--- src/rtl/fseq_pkg.sv ---
package fseq_pkg;

  typedef enum logic [1:0] {
    PH_FETCH = 2'd0,
    PH_CONST = 2'd1,
    PH_EXEC  = 2'd2,
    PH_SPARE = 2'd3
  } phase_e;

  // Phase successor: the spare code falls back to fetch.
  function automatic phase_e phase_after(phase_e cur, logic want_const);
    case (cur)
      PH_FETCH: phase_after = want_const ? PH_CONST : PH_EXEC;
      PH_CONST: phase_after = PH_EXEC;
      PH_EXEC:  phase_after = PH_FETCH;
      default:  phase_after = PH_FETCH;
    endcase
  endfunction

endpackage

--- src/rtl/fseq_phase_ctrl.sv ---
module fseq_phase_ctrl
  import fseq_pkg::*;
(
  input  logic   clk,
  input  logic   rst_n,
  input  logic   want_const,
  output phase_e cur_phase,
  output logic   fetch_ev,
  output logic   const_ev,
  output logic   exec_ev
);

  phase_e phase_q;

  always_ff @(posedge clk) begin
    if (!rst_n) phase_q <= PH_FETCH;
    else        phase_q <= phase_after(phase_q, want_const);
  end

  assign cur_phase = phase_q;
  assign fetch_ev  = (phase_q == PH_FETCH);
  assign const_ev  = (phase_q == PH_CONST);
  assign exec_ev   = (phase_q == PH_EXEC);

endmodule

--- src/rtl/fseq_word_regs.sv ---
module fseq_word_regs #(
  parameter int WORD_W   = 16,
  parameter int N_SLOTS  = 2
) (
  input  logic              clk,
  input  logic              rst_n,
  input  logic [N_SLOTS-1:0] load,
  input  logic [WORD_W-1:0] din,
  output logic [WORD_W-1:0] dout [N_SLOTS]
);

  for (genvar s = 0; s < N_SLOTS; s++) begin : g_slot
    logic [WORD_W-1:0] word_q;
    always_ff @(posedge clk) begin
      if (!rst_n)       word_q <= '0;
      else if (load[s]) word_q <= din;
    end
    assign dout[s] = word_q;
  end

endmodule

--- src/rtl/fseq_pc_unit.sv ---
module fseq_pc_unit #(
  parameter int              ADDR_W     = 16,
  parameter logic [ADDR_W-1:0] RESET_PC   = '0,
  parameter logic [ADDR_W-1:0] IRQ_VECTOR = 16'h0010
) (
  input  logic              clk,
  input  logic              rst_n,
  input  logic              fetch_ev,
  input  logic              const_ev,
  input  logic              exec_ev,
  input  logic              irq_take,
  input  logic              branch_taken,
  input  logic [ADDR_W-1:0] branch_target,
  output logic [ADDR_W-1:0] pc,
  output logic [ADDR_W-1:0] resume_pc
);

  function automatic logic [ADDR_W-1:0] next_word(logic [ADDR_W-1:0] a);
    next_word = a + ADDR_W'(1);
  endfunction

  function automatic logic [ADDR_W-1:0] exec_dest(logic tk, logic [ADDR_W-1:0] tgt,
                                                  logic [ADDR_W-1:0] cur);
    exec_dest = tk ? tgt : cur;
  endfunction

  logic [ADDR_W-1:0] pc_q;
  logic [ADDR_W-1:0] pc_d;

  assign resume_pc = exec_dest(branch_taken, branch_target, pc_q);

  always_comb begin
    pc_d = pc_q;
    if (fetch_ev || const_ev) pc_d = next_word(pc_q);
    else if (exec_ev)         pc_d = irq_take ? IRQ_VECTOR : resume_pc;
  end

  always_ff @(posedge clk) begin
    if (!rst_n) pc_q <= RESET_PC;
    else        pc_q <= pc_d;
  end

  assign pc = pc_q;

endmodule

--- src/rtl/fseq_irq_ctrl.sv ---
module fseq_irq_ctrl (
  input  logic clk,
  input  logic rst_n,
  input  logic exec_ev,
  input  logic irq_req,
  input  logic irq_return,
  output logic irq_flag,
  output logic irq_take
);

  logic flag_q;

  assign irq_take = exec_ev && irq_req && !flag_q;

  always_ff @(posedge clk) begin
    if (!rst_n)                    flag_q <= 1'b0;
    else if (irq_take)             flag_q <= 1'b1;
    else if (exec_ev && irq_return) flag_q <= 1'b0;
  end

  assign irq_flag = flag_q;

endmodule

--- src/rtl/fetch_sequencer.sv ---
module fetch_sequencer #(
  parameter int                 WORD_W         = 16,
  parameter int                 CONST_FLAG_BIT = 15,
  parameter int                 REG_IDX_W      = 3,
  parameter logic [REG_IDX_W-1:0] LINK_REG     = 3'd6,
  parameter logic [WORD_W-1:0]  RESET_PC       = '0,
  parameter logic [WORD_W-1:0]  IRQ_VECTOR     = 16'h0010
) (
  input  logic                 clk,
  input  logic                 rst_n,
  output logic [WORD_W-1:0]    mem_addr,
  input  logic [WORD_W-1:0]    mem_rdata,
  input  logic                 branch_taken,
  input  logic [WORD_W-1:0]    branch_target,
  input  logic                 irq_req,
  input  logic                 irq_return,
  output logic [1:0]           phase,
  output logic [WORD_W-1:0]    instr,
  output logic [WORD_W-1:0]    const_word,
  output logic [WORD_W-1:0]    pc,
  output logic                 irq_flag,
  output logic                 ret_wr_en,
  output logic [REG_IDX_W-1:0] ret_wr_addr,
  output logic [WORD_W-1:0]    ret_wr_data
);
  import fseq_pkg::*;

  localparam int SLOT_INSTR = 0;
  localparam int SLOT_CONST = 1;
  localparam int N_SLOTS    = 2;

  phase_e            cur_phase;
  logic              fetch_ev, const_ev, exec_ev;
  logic              irq_take;
  logic              want_const;
  logic [WORD_W-1:0] resume_pc;
  logic [WORD_W-1:0] slot_q [N_SLOTS];
  logic [N_SLOTS-1:0] slot_load;

  assign want_const = mem_rdata[CONST_FLAG_BIT];

  fseq_phase_ctrl i_phase (
    .clk(clk), .rst_n(rst_n), .want_const(want_const),
    .cur_phase(cur_phase), .fetch_ev(fetch_ev), .const_ev(const_ev), .exec_ev(exec_ev)
  );

  always_comb begin
    slot_load = '0;
    slot_load[SLOT_INSTR] = fetch_ev;
    slot_load[SLOT_CONST] = const_ev;
  end

  fseq_word_regs #(.WORD_W(WORD_W), .N_SLOTS(N_SLOTS)) i_words (
    .clk(clk), .rst_n(rst_n), .load(slot_load), .din(mem_rdata), .dout(slot_q)
  );

  fseq_irq_ctrl i_irq (
    .clk(clk), .rst_n(rst_n), .exec_ev(exec_ev), .irq_req(irq_req),
    .irq_return(irq_return), .irq_flag(irq_flag), .irq_take(irq_take)
  );

  fseq_pc_unit #(.ADDR_W(WORD_W), .RESET_PC(RESET_PC), .IRQ_VECTOR(IRQ_VECTOR)) i_pc (
    .clk(clk), .rst_n(rst_n), .fetch_ev(fetch_ev), .const_ev(const_ev), .exec_ev(exec_ev),
    .irq_take(irq_take), .branch_taken(branch_taken), .branch_target(branch_target),
    .pc(pc), .resume_pc(resume_pc)
  );

  assign mem_addr    = pc;
  assign phase       = cur_phase;
  assign instr       = slot_q[SLOT_INSTR];
  assign const_word  = slot_q[SLOT_CONST];
  assign ret_wr_en   = irq_take;
  assign ret_wr_addr = LINK_REG;
  assign ret_wr_data = resume_pc;

endmodule

--- config.mk ---
export PLATFORM = sky130hd
export DESIGN_NAME = fetch_sequencer
export DESIGN_NICKNAME = d
export VERILOG_FILES = /design/src/rtl/fseq_pkg.sv /design/src/rtl/fseq_phase_ctrl.sv /design/src/rtl/fseq_word_regs.sv /design/src/rtl/fseq_pc_unit.sv /design/src/rtl/fseq_irq_ctrl.sv /design/src/rtl/fetch_sequencer.sv
export SDC_FILE = /design/constraint.sdc
export NUM_CORES = 1
export LEC_CHECK = 0
export ABC_AREA = 1
export ABC_CLOCK_PERIOD_IN_PS = 1450
export BUFFER_PORTS_ARGS = -buffer_cell sky130_fd_sc_hd__buf_2
export CAP_MARGIN = 0
export CORE_MARGIN = 4
export CORE_UTILIZATION = 35
export CTS_BUF_LIST = sky130_fd_sc_hd__clkbuf_4 sky130_fd_sc_hd__clkbuf_8 sky130_fd_sc_hd__clkbuf_16
export DETAILED_ROUTE_END_ITERATION = 7
export PLACE_DENSITY = 0.67
export REMOVE_ABC_BUFFERS = 1
export SKIP_LAST_GASP = 1
export SLEW_MARGIN = 20
export SYNTH_ARGS = -nofsm -noshare
export SYNTH_HDL_FRONTEND = slang
export SYNTH_SLANG_ARGS = --single-unit
--- constraint.sdc ---
create_clock -name clk -period 1.45 [get_ports clk]
set_input_delay 0.145 -clock clk [delete_from_list [all_inputs] [get_ports clk]]
set_output_delay 0.145 -clock clk [all_outputs]
set_load 0.02 [all_outputs]
# Yosys cells after proc, flatten, opt, wreduce, memory -nomap -nowiden
# Cells that the tools add are included.
classes:
  addsub: 1
  reduce_logical: 8
  muxes: 8
  eq_ne: 2
ops:
  columns: ["op", "n"]
  rows:
  - ["$mux 16", 4]
  - ["$add 16x1->16 const B", 1]
  - ["$pmux 2 s2", 1]
  - ["$reduce_bool 2->1", 2]
  - ["$logic_and 1x1->1", 3]
  - ["$eq 2x1->1 const B", 1]
  - ["$eq 2x2->1 const B", 1]
  - ["$logic_not 2->1", 1]
  - ["$mux 1", 2]
  - ["$mux 2", 1]
  - ["$logic_not 1->1", 1]
  - ["$logic_or 1x1->1", 1]
word_totals:
  wordCells: 24
  register_bits: 51
  inputBits: 37
  out_inout_bits: 87

# Depth between registers and ports, before layout
# Gate-level depths: netlist of the first run.
logic_depth:
  word_depth: 6
  depth_mapped: 9
  ltp_nobuf: 9

# Cells and area by module
# From an unflattened synthesis of the first run, not the netlist that was laid out.
hier_totals:
  hier_cells: 448
  area_unflattened_um2: 2822.7
by_module_without_submodules:
  columns: ["module", "area_each_um2", "n_inst", "seq_area_each_um2", "cells_per_inst"]
  rows:
  - ["fseq_word_regs", 1290.0, 1, 640.6, 185]
  - ["fseq_pc_unit", 1243.7, 1, 320.3, 221]
  - ["fetch_sequencer", 150.1, 1, 0.0, 21]
  - ["fseq_phase_ctrl", 81.3, 1, 40.0, 13]
  - ["fseq_irq_ctrl", 57.6, 1, 20.0, 8]

# Worst setup path after synthesis of the first run
# No wires, ideal clock.
synth_path:
  path_type: "register -> register"
  from: "register i_pc.pc_q[13] (netlist: i_pc.pc[13])"
  to: "register i_pc.pc_q[13] (netlist: i_pc.pc[13])"
  setup_slack_ns: -0.063
  t_required_ns: 1.380
  setup_ns: 0.070
  arrival_ns: 1.443
  stages_incl_launch_ff: 7
  period_less_slack_ns: 1.513
  n_path_buf: 0
  cell_sequence: "dfxtp_1 inv_1 o21ai_0 nand2_1 nand2_1 inv_1 a21oi_1"
synth_via:
  elab_chain_cells: 4
  elab_cells_between_ends: 5
  cone_classes: "add/sub (1); mux (4)"
synth_rtl:
  columns: ["item", "line", "text"]
  rows:
  - ["start: declaration", "fseq_pc_unit.sv:27", "logic [ADDR_W-1:0] pc_q;"]
  - ["start signal: assignment", "fseq_pc_unit.sv:40", "else pc_q <= pc_d;"]
  - ["$mux 16", "fseq_pc_unit.sv:24", "exec_dest = tk ? tgt : cur;"]
  - ["named net ret_wr_data[13]", "fetch_sequencer.sv:24", "output logic [WORD_W-1:0] ret_wr_data"]
  - ["$mux 16 (2 in a row)", "fseq_pc_unit.sv:35", "else if (exec_ev) pc_d = irq_take ? IRQ_VECTOR : resume_pc;"]
  - ["$mux 16", "fseq_pc_unit.sv:34", "if (fetch_ev || const_ev) pc_d = next_word(pc_q);"]
# The timed path passes the listed nets, and every way through them passes these cells. The select of a mux whose other input is x is not followed.
# A chain may end at the register's enable or synchronous reset.

# Final worst setup path of the first run
layout_path:
  from: "register i_pc.pc_q[9] (netlist: i_pc.pc[9])"
  to: "output port ret_wr_data[9]"
layout_via:
  elab_chain_cells: 1
layout_rtl:
  columns: ["item", "line"]
  rows:
  - ["$mux 16", "fseq_pc_unit.sv:24"]
  - ["end: declaration", "fetch_sequencer.sv:24"]
# Every way passes these cells.

==> results of run 1 <==
## cells by family after synthesis
group / share of synthesized area, %
adders and majority gates: 0.479
buffers and inverters: 13.6
other: 0.287
xor gates and xnor gates: 0.335
DFF: 39.1
muxes: 0.431
AOI/OAI and AO/OA: 17.9
and+or+nand+nor: 27.9
## worst max-delay path: stages, from the launching register on
cell and delay, ps:
dfxtp_1 350, buf_4 150, inv_1 50, o21a_1 180
inv_1 50, buf_2 150
## registers in the layout, summed over array words and instances, names as in the netlist
register               flops
i_words.g_slot.word_q     32
i_pc.pc                   16
i_phase.cur_phase          2
i_irq.irq_flag             1
## layout make-up
cell class                 instances  area, sq um  area share, %
clock buffer                       6         82.6           2.40
clock inverter                     2         38.8           1.13
inverter                          39          146           4.25
multi-input combinational        273         1250           36.4
sequential                        51         1040           30.1
tap                               99          124           3.60
timing repair buffer             139          761           22.1
## per-layer routing
metal	wire length [microns]	vias to the layer above	global-route usage, %
met2	3550	116	30.1
met3	767	5	5.10
met5	0	-	0
met1	3330	1294	21.9
li1	-	1470	-
met4	57	0	3.61
## through the flow
step / hold slack [ps] / instance area (sq um) / total power [W] / setup TNS [ps]
finish: 50.1 / 3440 / 0.00349 / 0
global route: 48.2 / 3440 / 0.00369 / -9.39
CTS: 36.7 / 3400 / 0.00353 / -10.6
detailed placement: 381 / 3280 / 0.00244 / 0
global placement: 372 / 3280 / 0.00243 / 0
floorplan: 251 / 2410 / 0.00207 / -3440
## worst max path at each step
| stage | from | to | slack [ps] |
|---|---|---|---|
| 6_report | i_pc.pc[9] | ret_wr_data[9] | 80 |
| 5_1_grt | i_pc.pc[0] | i_pc.pc[12] | -9 |
| 4_1_cts | i_phase.cur_phase[1] | ret_wr_en | -10 |
| 3_5_place_dp | i_pc.pc[0] | i_pc.pc[12] | 80 |
| 3_3_place_gp | i_pc.pc[0] | i_pc.pc[12] | 120 |
| 2_1_floorplan | i_pc.pc[13] | i_pc.pc[13] | -200 |
## timing repair
item	4_1_cts	5_1_grt
cloned	0	0
pin swaps	0	0
resized for setup	3	21
endpoints found under the setup margin	3	21
setup buffers	0	1
## power breakdown
group          leakage, nW  internal [W]  switching [W]
clock               0.0618      0.000569       0.000506
sequential           0.424       0.00151      0.0000711
combinational         1.29      0.000293       0.000546
## synth_stat cells (4+ instances only)
cell / count / share of area (%)
nor2_1: 82 / 12
buf_2: 4 / 0.77
inv_1: 35 / 5.0
nand2_1: 72 / 10
a21oi_1: 13 / 2.5
nand3_1: 15 / 2.9
dfxtp_1: 51 / 39
o21ai_0: 60 / 11
clkbuf_1: 9 / 1.3
buf_4: 20 / 5.7
==> summary.txt, run 1 <==
Status: completed
Yosys warnings: 0
Fillers: 777
Maxcap violations: 0
Hold path start: mem_rdata[15]
Most frequent cells in the layout: buf_2, nor2_1, nand2_1
Hold path endpoint: i_phase.cur_phase[1]
Most common cell after layout, fill and taps aside: buf_2
Overall Global Routing Usage: 17.5%
Initial DRC count: 99
Placement Setup Slack: 79.3 ps
Setup Viol. Count Final: 0
CTS buffer count: 5
Hold WC Path Type: in -> reg
Critical setup path kind: reg -> out
TritonCTS clock tree: built
Die X: 94.4 microns
Final Hold Vio Count: 0
Clock Sinks: 51
Fin nets: 547
RSZ-0062 raised after global routing: yes
Total Wirelength: 7700 microns
CTS Hold Buffers Added: 0
Post-Syn Instances: 396
Die Y: 94.4 microns
P_leak: 1.77 nW
Setup Skew: 5.21 ps
Diode count: 0
GP Congestion: 0.899
Vias in the first global route: 2,766
Num rows: 31
Sequential fraction of the synthesis area: 39.1%
Final worst slack: 82.2 ps
Hold depth: 2
Largest net degree at the start of global routing: 35
Initial core utilization: 36.0%
Async set-or-reset flop fraction in the synthesized netlist: 0%
Number of H-tree levels: 2
Worst-path clk slew: 100 ps
Power per standard cell area: 1010 mW/mm^2
Hpwl dp: 5810 microns
Initial antenna violation count: 0
Crit Reg-Reg Startpoint: i_pc.pc[0]
Vias per cell: 4.74
Core Region: 0.00725 sq mm
Crit start category: flip-flop
Inst Count DP: 600
Fraction of layout cells with a size suffix above 1: 33.7%
Clk Latency, worst-skew pair: 310 ps
DRC errors left: 0
Critical path endpoint category: output pin
Port buffer count: 120
DR vias: 2,885
Slew @ Worst Pin: 540 ps
I/O pin total: 124
DR pass1 iterations: 4
Worst path required time: 1310 ps
Fin crit share: 94.3%
Flops & latches, synth: 51
Worst R2R End: i_pc.pc[12]
Number of flops mapped to enable cells by yosys: 0
Mapped cell area: 0.00261 sq mm
Layout Cells excl Fill: 609
Fin. max-slew vios: 0
CTS Buffer Depth: 2
Crit path DAT: 1220 ps
Fmax: 731 MHz
Util after Layout: 47.5%
R2R setup slack: 150 ps
Fin crit period: 1370 ps
Number of antenna-violating nets in the routed design: 0
Area of the die: 0.00891 sq mm
Reg2reg path depth: 9
VDD IR max: 0.000471 V
First-pass GRT wire length: 12,600 microns
P&R area growth vs syn: 31.8%
Syn avg cell area: 6.60 sq um
Avg WL per Cell: 12.6 microns
Clk root buf: clkbuf_8
Max_slew headroom: 63.9%
Netlist cell types: 29
Top_reg_cell synth: dfxtp_1
Max FO, Critical Path: 7
Gr ovfl total: 0
No activity file was read; power rests on OpenSTA's default activity.
==> inputs of run 2 (changes only) <==
--- a/config.mk
+++ b/config.mk
@@ -11,7 +11,7 @@
 export CAP_MARGIN = 0
 export CORE_MARGIN = 4
 export CORE_UTILIZATION = 35
-export CTS_BUF_LIST = sky130_fd_sc_hd__clkbuf_4 sky130_fd_sc_hd__clkbuf_8 sky130_fd_sc_hd__clkbuf_16
+export CTS_BUF_LIST = sky130_fd_sc_hd__clkbuf_4
 export DETAILED_ROUTE_END_ITERATION = 7
 export PLACE_DENSITY = 0.67
 export REMOVE_ABC_BUFFERS = 1
==> run 2 against run 1 <==
Effect of this change: worst hold slack got worse by 26 ps; largest power group unchanged; first-iteration DRC count grew 4.0%; power down 4.3%; highest routed layer unchanged; register-to-register slack barely moved; combinational power increased by 9.7%; core utilization up 3.7 points.
==> summary.txt, run 2 (synthesis results as in run 1) <==
Largest net degree at the start of global routing: 35
Critical path endpoint category: output pin
Clock Sinks: 51
Gr ovfl total: 0
Diode count: 0
Maxcap violations: 0
CTS buffer count: 5
Crit start category: flip-flop
Clk root buf: clkbuf_4
Max_slew headroom: 63.4%
First-pass GRT wire length: 13,200 microns
Fin crit share: 96.0%
Global routing usage on met2: 32.2%
Core Region: 0.00725 sq mm
Fin. max-slew vios: 0
Final Hold Vio Count: 0
Port buffer count: 120
Fmax: 719 MHz
Fraction of layout cells with a size suffix above 1: 36.0%
Max incr delay on CP: 400 ps
Number of antenna-violating nets in the routed design: 0
Overall Global Routing Usage: 18.2%
Setup Skew: 7.27 ps
Avg WL per Cell: 12.6 microns
Num rows: 31
Hpwl dp: 5810 microns
DR vias: 3,033
Fin crit period: 1390 ps
Slew @ Worst Pin: 549 ps
Max reg flops: 32
DRC errors left: 0
Fin Hold WS: 23.6 ps
TNS Setup: 0 ps
GP Congestion: 0.899
Most common cell after layout, fill and taps aside: buf_2
Worst-path clk slew: 150 ps
P_leak: 1.89 nW
Util after Layout: 51.2%
Power per standard cell area: 900 mW/mm^2
DR pass1 iterations: 4
Status: completed
Most flops, register: i_words.g_slot.word_q
Fin nets: 573
Hold WC Path Type: in -> reg
I/O pin total: 124
Gr busiest metal: met2
Vias in the first global route: 2,914
P&R area growth vs syn: 42.1%
Initial DRC count: 103
Most frequent cells in the layout: buf_2, nor2_1, nand2_1
Global routing usage on met3: 4.78%
Number of H-tree levels: 2
CTS Buffer Depth: 2
Initial core utilization: 36.0%
Slowest-stage cell, CP: dfxtp_4
Crit path DAT: 1250 ps
Die Y: 94.4 microns
Max FO, Critical Path: 4
Clk Latency, worst-skew pair: 360 ps
RSZ-0062 raised after global routing: yes
Worst-path cell chain: inv_6 -> nor2_4 -> nand2_2 -> inv_4 -> buf_6
GR Layer Usage met1: 22.2%
Total Wirelength: 8010 microns
Die X: 94.4 microns
Critical setup path kind: reg -> out
Crit path max-delay family: flip-flops
Worst path required time: 1310 ps
VDD IR max: 0.000461 V
Initial antenna violation count: 0
TritonCTS clock tree: built
Vias per cell: 4.78
Worst path bufs/invs: 3
Area of the die: 0.00891 sq mm
Setup Viol. Count Final: 0
==> run 2: changes by cell type in the layout (fill, tap and decap cells not counted), sizes merged <==
cell / before / now
dlygate4sd3: 0 / 16
clkinv: 1 / 2
clkbuf: 6 / 5
buf: 139 / 149
==> run 2: power by group <==
group | internal, W | leakage (nW) | switching [W]
Combinational | 0.000353 | 1.42 | 0.000567
Clock | 0.000365 | 0.0432 | 0.000480
Sequential | 0.00151 | 0.428 | 0.0000720
Total | 0.00222 | 1.89 | 0.00112
==> run 2: area by class of cell <==
type                       instances  area [sq um]
multi-input combinational        273          1260
inverter                          39           154
clock buffer                       5          37.5
tap                               99           124
fill                             734          3540
timing repair buffer             165          1040
sequential                        51          1050
clock inverter                     3          42.5
==> run 2: what timing repair did <==
item                                   CTS  global route
gates resized for setup                 22            38
endpoints found under the hold margin   24             0
setup endpoints to repair               14            23
setup buffers                            0            11
hold buffers                            16             0
pin swaps                                0             3
==> run 2: per-stage QoR <==
step                total power [W]  setup WS [ps]  area, sq um  instances
floorplan                   0.00207           -203         2410        363
CTS                         0.00334          -67.5         3550        624
detailed placement          0.00244           79.3         3280        600
global route                0.00355          -27.2         3710        635
global placement            0.00243            124         3280        600
finish                      0.00334           58.6         3710        635
==> run 2: worst paths after layout <==
kind,from,endpoint,slack [ps],cells after the start
worst max-delay path,i_phase.cur_phase[1],ret_wr_en,60,5
worst min register to register,i_words.g_slot[0].word_q[15],i_words.g_slot[0].word_q[15],490,2
worst max register to register,i_pc.pc[0],i_pc.pc[12],140,9
worst min-delay path,irq_return,i_irq.irq_flag,20,4
==> run 2: worst min-delay path: cells and delay by family <==
family	cells	cell delay, ps
compound gates	1	50
buf+inv	1	80
simple gates	2	90
==> run 2: routing by layer <==
metal | part of all wire (%) | vias to the layer above | wire length [microns]
met5 | 0 | - | 0
met4 | 0.29 | 0 | 23
met3 | 8.8 | 2 | 705
met2 | 49 | 120 | 3900
met1 | 42 | 1384 | 3370
li1 | - | 1527 | -
==> inputs of run 3 (changes only) <==
--- a/config.mk
+++ b/config.mk
@@ -7,13 +7,13 @@
 export LEC_CHECK = 0
 export ABC_AREA = 1
 export ABC_CLOCK_PERIOD_IN_PS = 1450
-export BUFFER_PORTS_ARGS = -buffer_cell sky130_fd_sc_hd__buf_2
 export CAP_MARGIN = 0
 export CORE_MARGIN = 4
-export CORE_UTILIZATION = 35
+export CORE_UTILIZATION = 54
 export CTS_BUF_LIST = sky130_fd_sc_hd__clkbuf_4
 export DETAILED_ROUTE_END_ITERATION = 7
-export PLACE_DENSITY = 0.67
+export DONT_BUFFER_PORTS = 1
+export PLACE_DENSITY = 0.73
 export REMOVE_ABC_BUFFERS = 1
 export SKIP_LAST_GASP = 1
 export SLEW_MARGIN = 20
==> run 3 against run 2 <==
Effect of this change: sequential share of layout area rose by 3.9 points; largest cell class unchanged; sequential cell count did not move; final cell count fell by 22%; clock-buffer cell count did not move; global-route usage rose by 5.2 points.
==> summary.txt, run 3 (synthesis results as in run 1) <==
Diode count: 0
TNS Setup: 0 ps
Fin. max-slew vios: 0
Initial core utilization: 55.7%
Overall Global Routing Usage: 23.4%
R2R setup slack: 50 ps
Die X: 77.6 microns
Worst R2R End: i_pc.pc[11]
Most frequent cells in the layout: nor2_1, nand2_1, o21ai_0
Clk Latency, worst-skew pair: 370 ps
Multi-input gate area: 0.00127 sq mm
Vias in the first global route: 2,602
Initial antenna violation count: 0
Number of H-tree levels: 2
Max reg flops: 32
Hold WC Path Type: in -> reg
Critical path endpoint category: flip-flop
First-pass GRT wire length: 11,600 microns
Setup Skew: 5.31 ps
Layout Cells excl Fill: 495
Fillers: 400
Slowest-stage cell, CP: dfxtp_4
Crit Reg-Reg Startpoint: i_phase.cur_phase[1]
Gr ovfl total: 0
Worst path required time: 1720 ps
Most common cell on crit path: buf_4
DR pass1 iterations: 4
Fin crit share: 96.5%
Power per standard cell area: 947 mW/mm^2
Number of antenna-violating nets in the routed design: 0
Port buffer count: 0
Avg WL per Cell: 14.6 microns
Die Y: 77.6 microns
Area of the die: 0.00601 sq mm
Initial DRC count: 104
Hold depth: 3
P&R area growth vs syn: 24.0%
Crit path max-delay family: buffers and inverters
Fin nets: 478
Cell count along the critical path: 7
Fin crit period: 1400 ps
Worst path bufs/invs: 4
Critical setup path kind: reg -> reg
Crit path DAT: 1670 ps
Setup Viol. Count Final: 0
Final worst slack: 50.2 ps
Final Hold Vio Count: 0
Fraction of layout cells with a size suffix above 1: 21.8%
Hold path start: branch_taken
Max incr delay on CP: 400 ps
Num rows: 25
Worst-path cell chain: buf_4 -> buf_4 -> nand2_1 -> buf_6 -> inv_1 -> a22oi_2 -> o21ai_1
P_leak: 1.44 nW
DRC errors left: 0
Clock Sinks: 51
Most common cell after layout, fill and taps aside: nor2_1
VDD IR max: 0.000593 V
Max FO, Critical Path: 9
TritonCTS clock tree: built
Placement Setup Slack: 54.3 ps
DR vias: 2,648
Largest net degree at the start of global routing: 43
Status: completed
Fmax: 714 MHz
Maxcap violations: 0
Register Area: 0.00105 sq mm
Worst-path clk slew: 160 ps
I/O pin total: 124
GP Congestion: 0.860
CTS buffer count: 5
Hold path endpoint: i_pc.pc[6]
Crit start category: flip-flop
Reg2reg path depth: 7
Total Wirelength: 7210 microns
Util after Layout: 69.1%
Hpwl dp: 4770 microns
Most flops, register: i_words.g_slot.word_q
Clk root buf: clkbuf_4
Inst Count DP: 456
CTS Buffer Depth: 2
Fin Hold WS: 28.2 ps
Core Region: 0.00469 sq mm
RSZ-0062 raised after global routing: yes
Vias per cell: 5.35
-- run 3: cell count changes in the layout (fill, tap and decap cells not counted), sizes merged --
cell         change
bufinv           -1
buf             -97
clkinv           +1
clkinvlp         +1
dlygate4sd3      +2
inv              -1
-- run 3: report_power, final --
group	switching, W	total (W)	internal (W)
Combinational	0.000419	0.000695	0.000276
Sequential	0.000175	0.00168	0.00151
Clock	0.000490	0.000690	0.000201
-- run 3: repair_timing --
| action | in CTS | in global routing |
|---|---|---|
| hold buffers | 18 | 1 |
| resized for setup | 17 | 36 |
| endpoints found under the setup margin | 10 | 38 |
| buffers inserted | 2 | 10 |
| pin swaps | 0 | 6 |
| hold endpoints to repair | 46 | 1 |
-- run 3: area by class of cell --
class / instances / area share (%)
Multi-Input combinational cell: 273 / 39.2
Sequential cell: 51 / 32.3
Timing Repair Buffer: 70 / 19.4
Inverter: 39 / 5.17
Tap cell: 54 / 2.08
Clock buffer: 5 / 1.16
Clock inverter: 3 / 0.695
-- run 3: through the flow --
stage                     cell area (sq um)  total power [W]
after floorplan                        2410          0.00207
after global placement                 2780          0.00226
after detailed placement               2780          0.00227
after CTS                              3070          0.00303
after global routing                   3240          0.00323
final                                  3240          0.00307
-- run 3: worst reg2reg max path: stages, from the launching register on --
cell	delay, ps
dfxtp_4	400
buf_4	140
buf_4	170
nand2_1	120
buf_6	140
inv_1	80
a22oi_2	190
o21ai_1	80
-- run 3: layer usage --
metal | vias up | wire, microns | track usage (%)
met3 | 6 | 561 | 6.73
met4 | 0 | 59 | 7.12
met2 | 102 | 3780 | 44.2
met5 | - | 0 | 0
met1 | 1202 | 2810 | 24.9
li1 | 1338 | - | -
-- run 3: worst max path at each step --
stage                         startpoint               to  slack, ps
floorplan                    i_pc.pc[13]      i_pc.pc[13]       -200
global placement              i_pc.pc[0]      i_pc.pc[12]         90
detailed placement            i_pc.pc[0]      i_pc.pc[12]         50
CTS                          i_pc.pc[13]  ret_wr_data[13]          2
global route                  i_pc.pc[0]      i_pc.pc[12]        -80
finish              i_phase.cur_phase[1]      i_pc.pc[11]         50
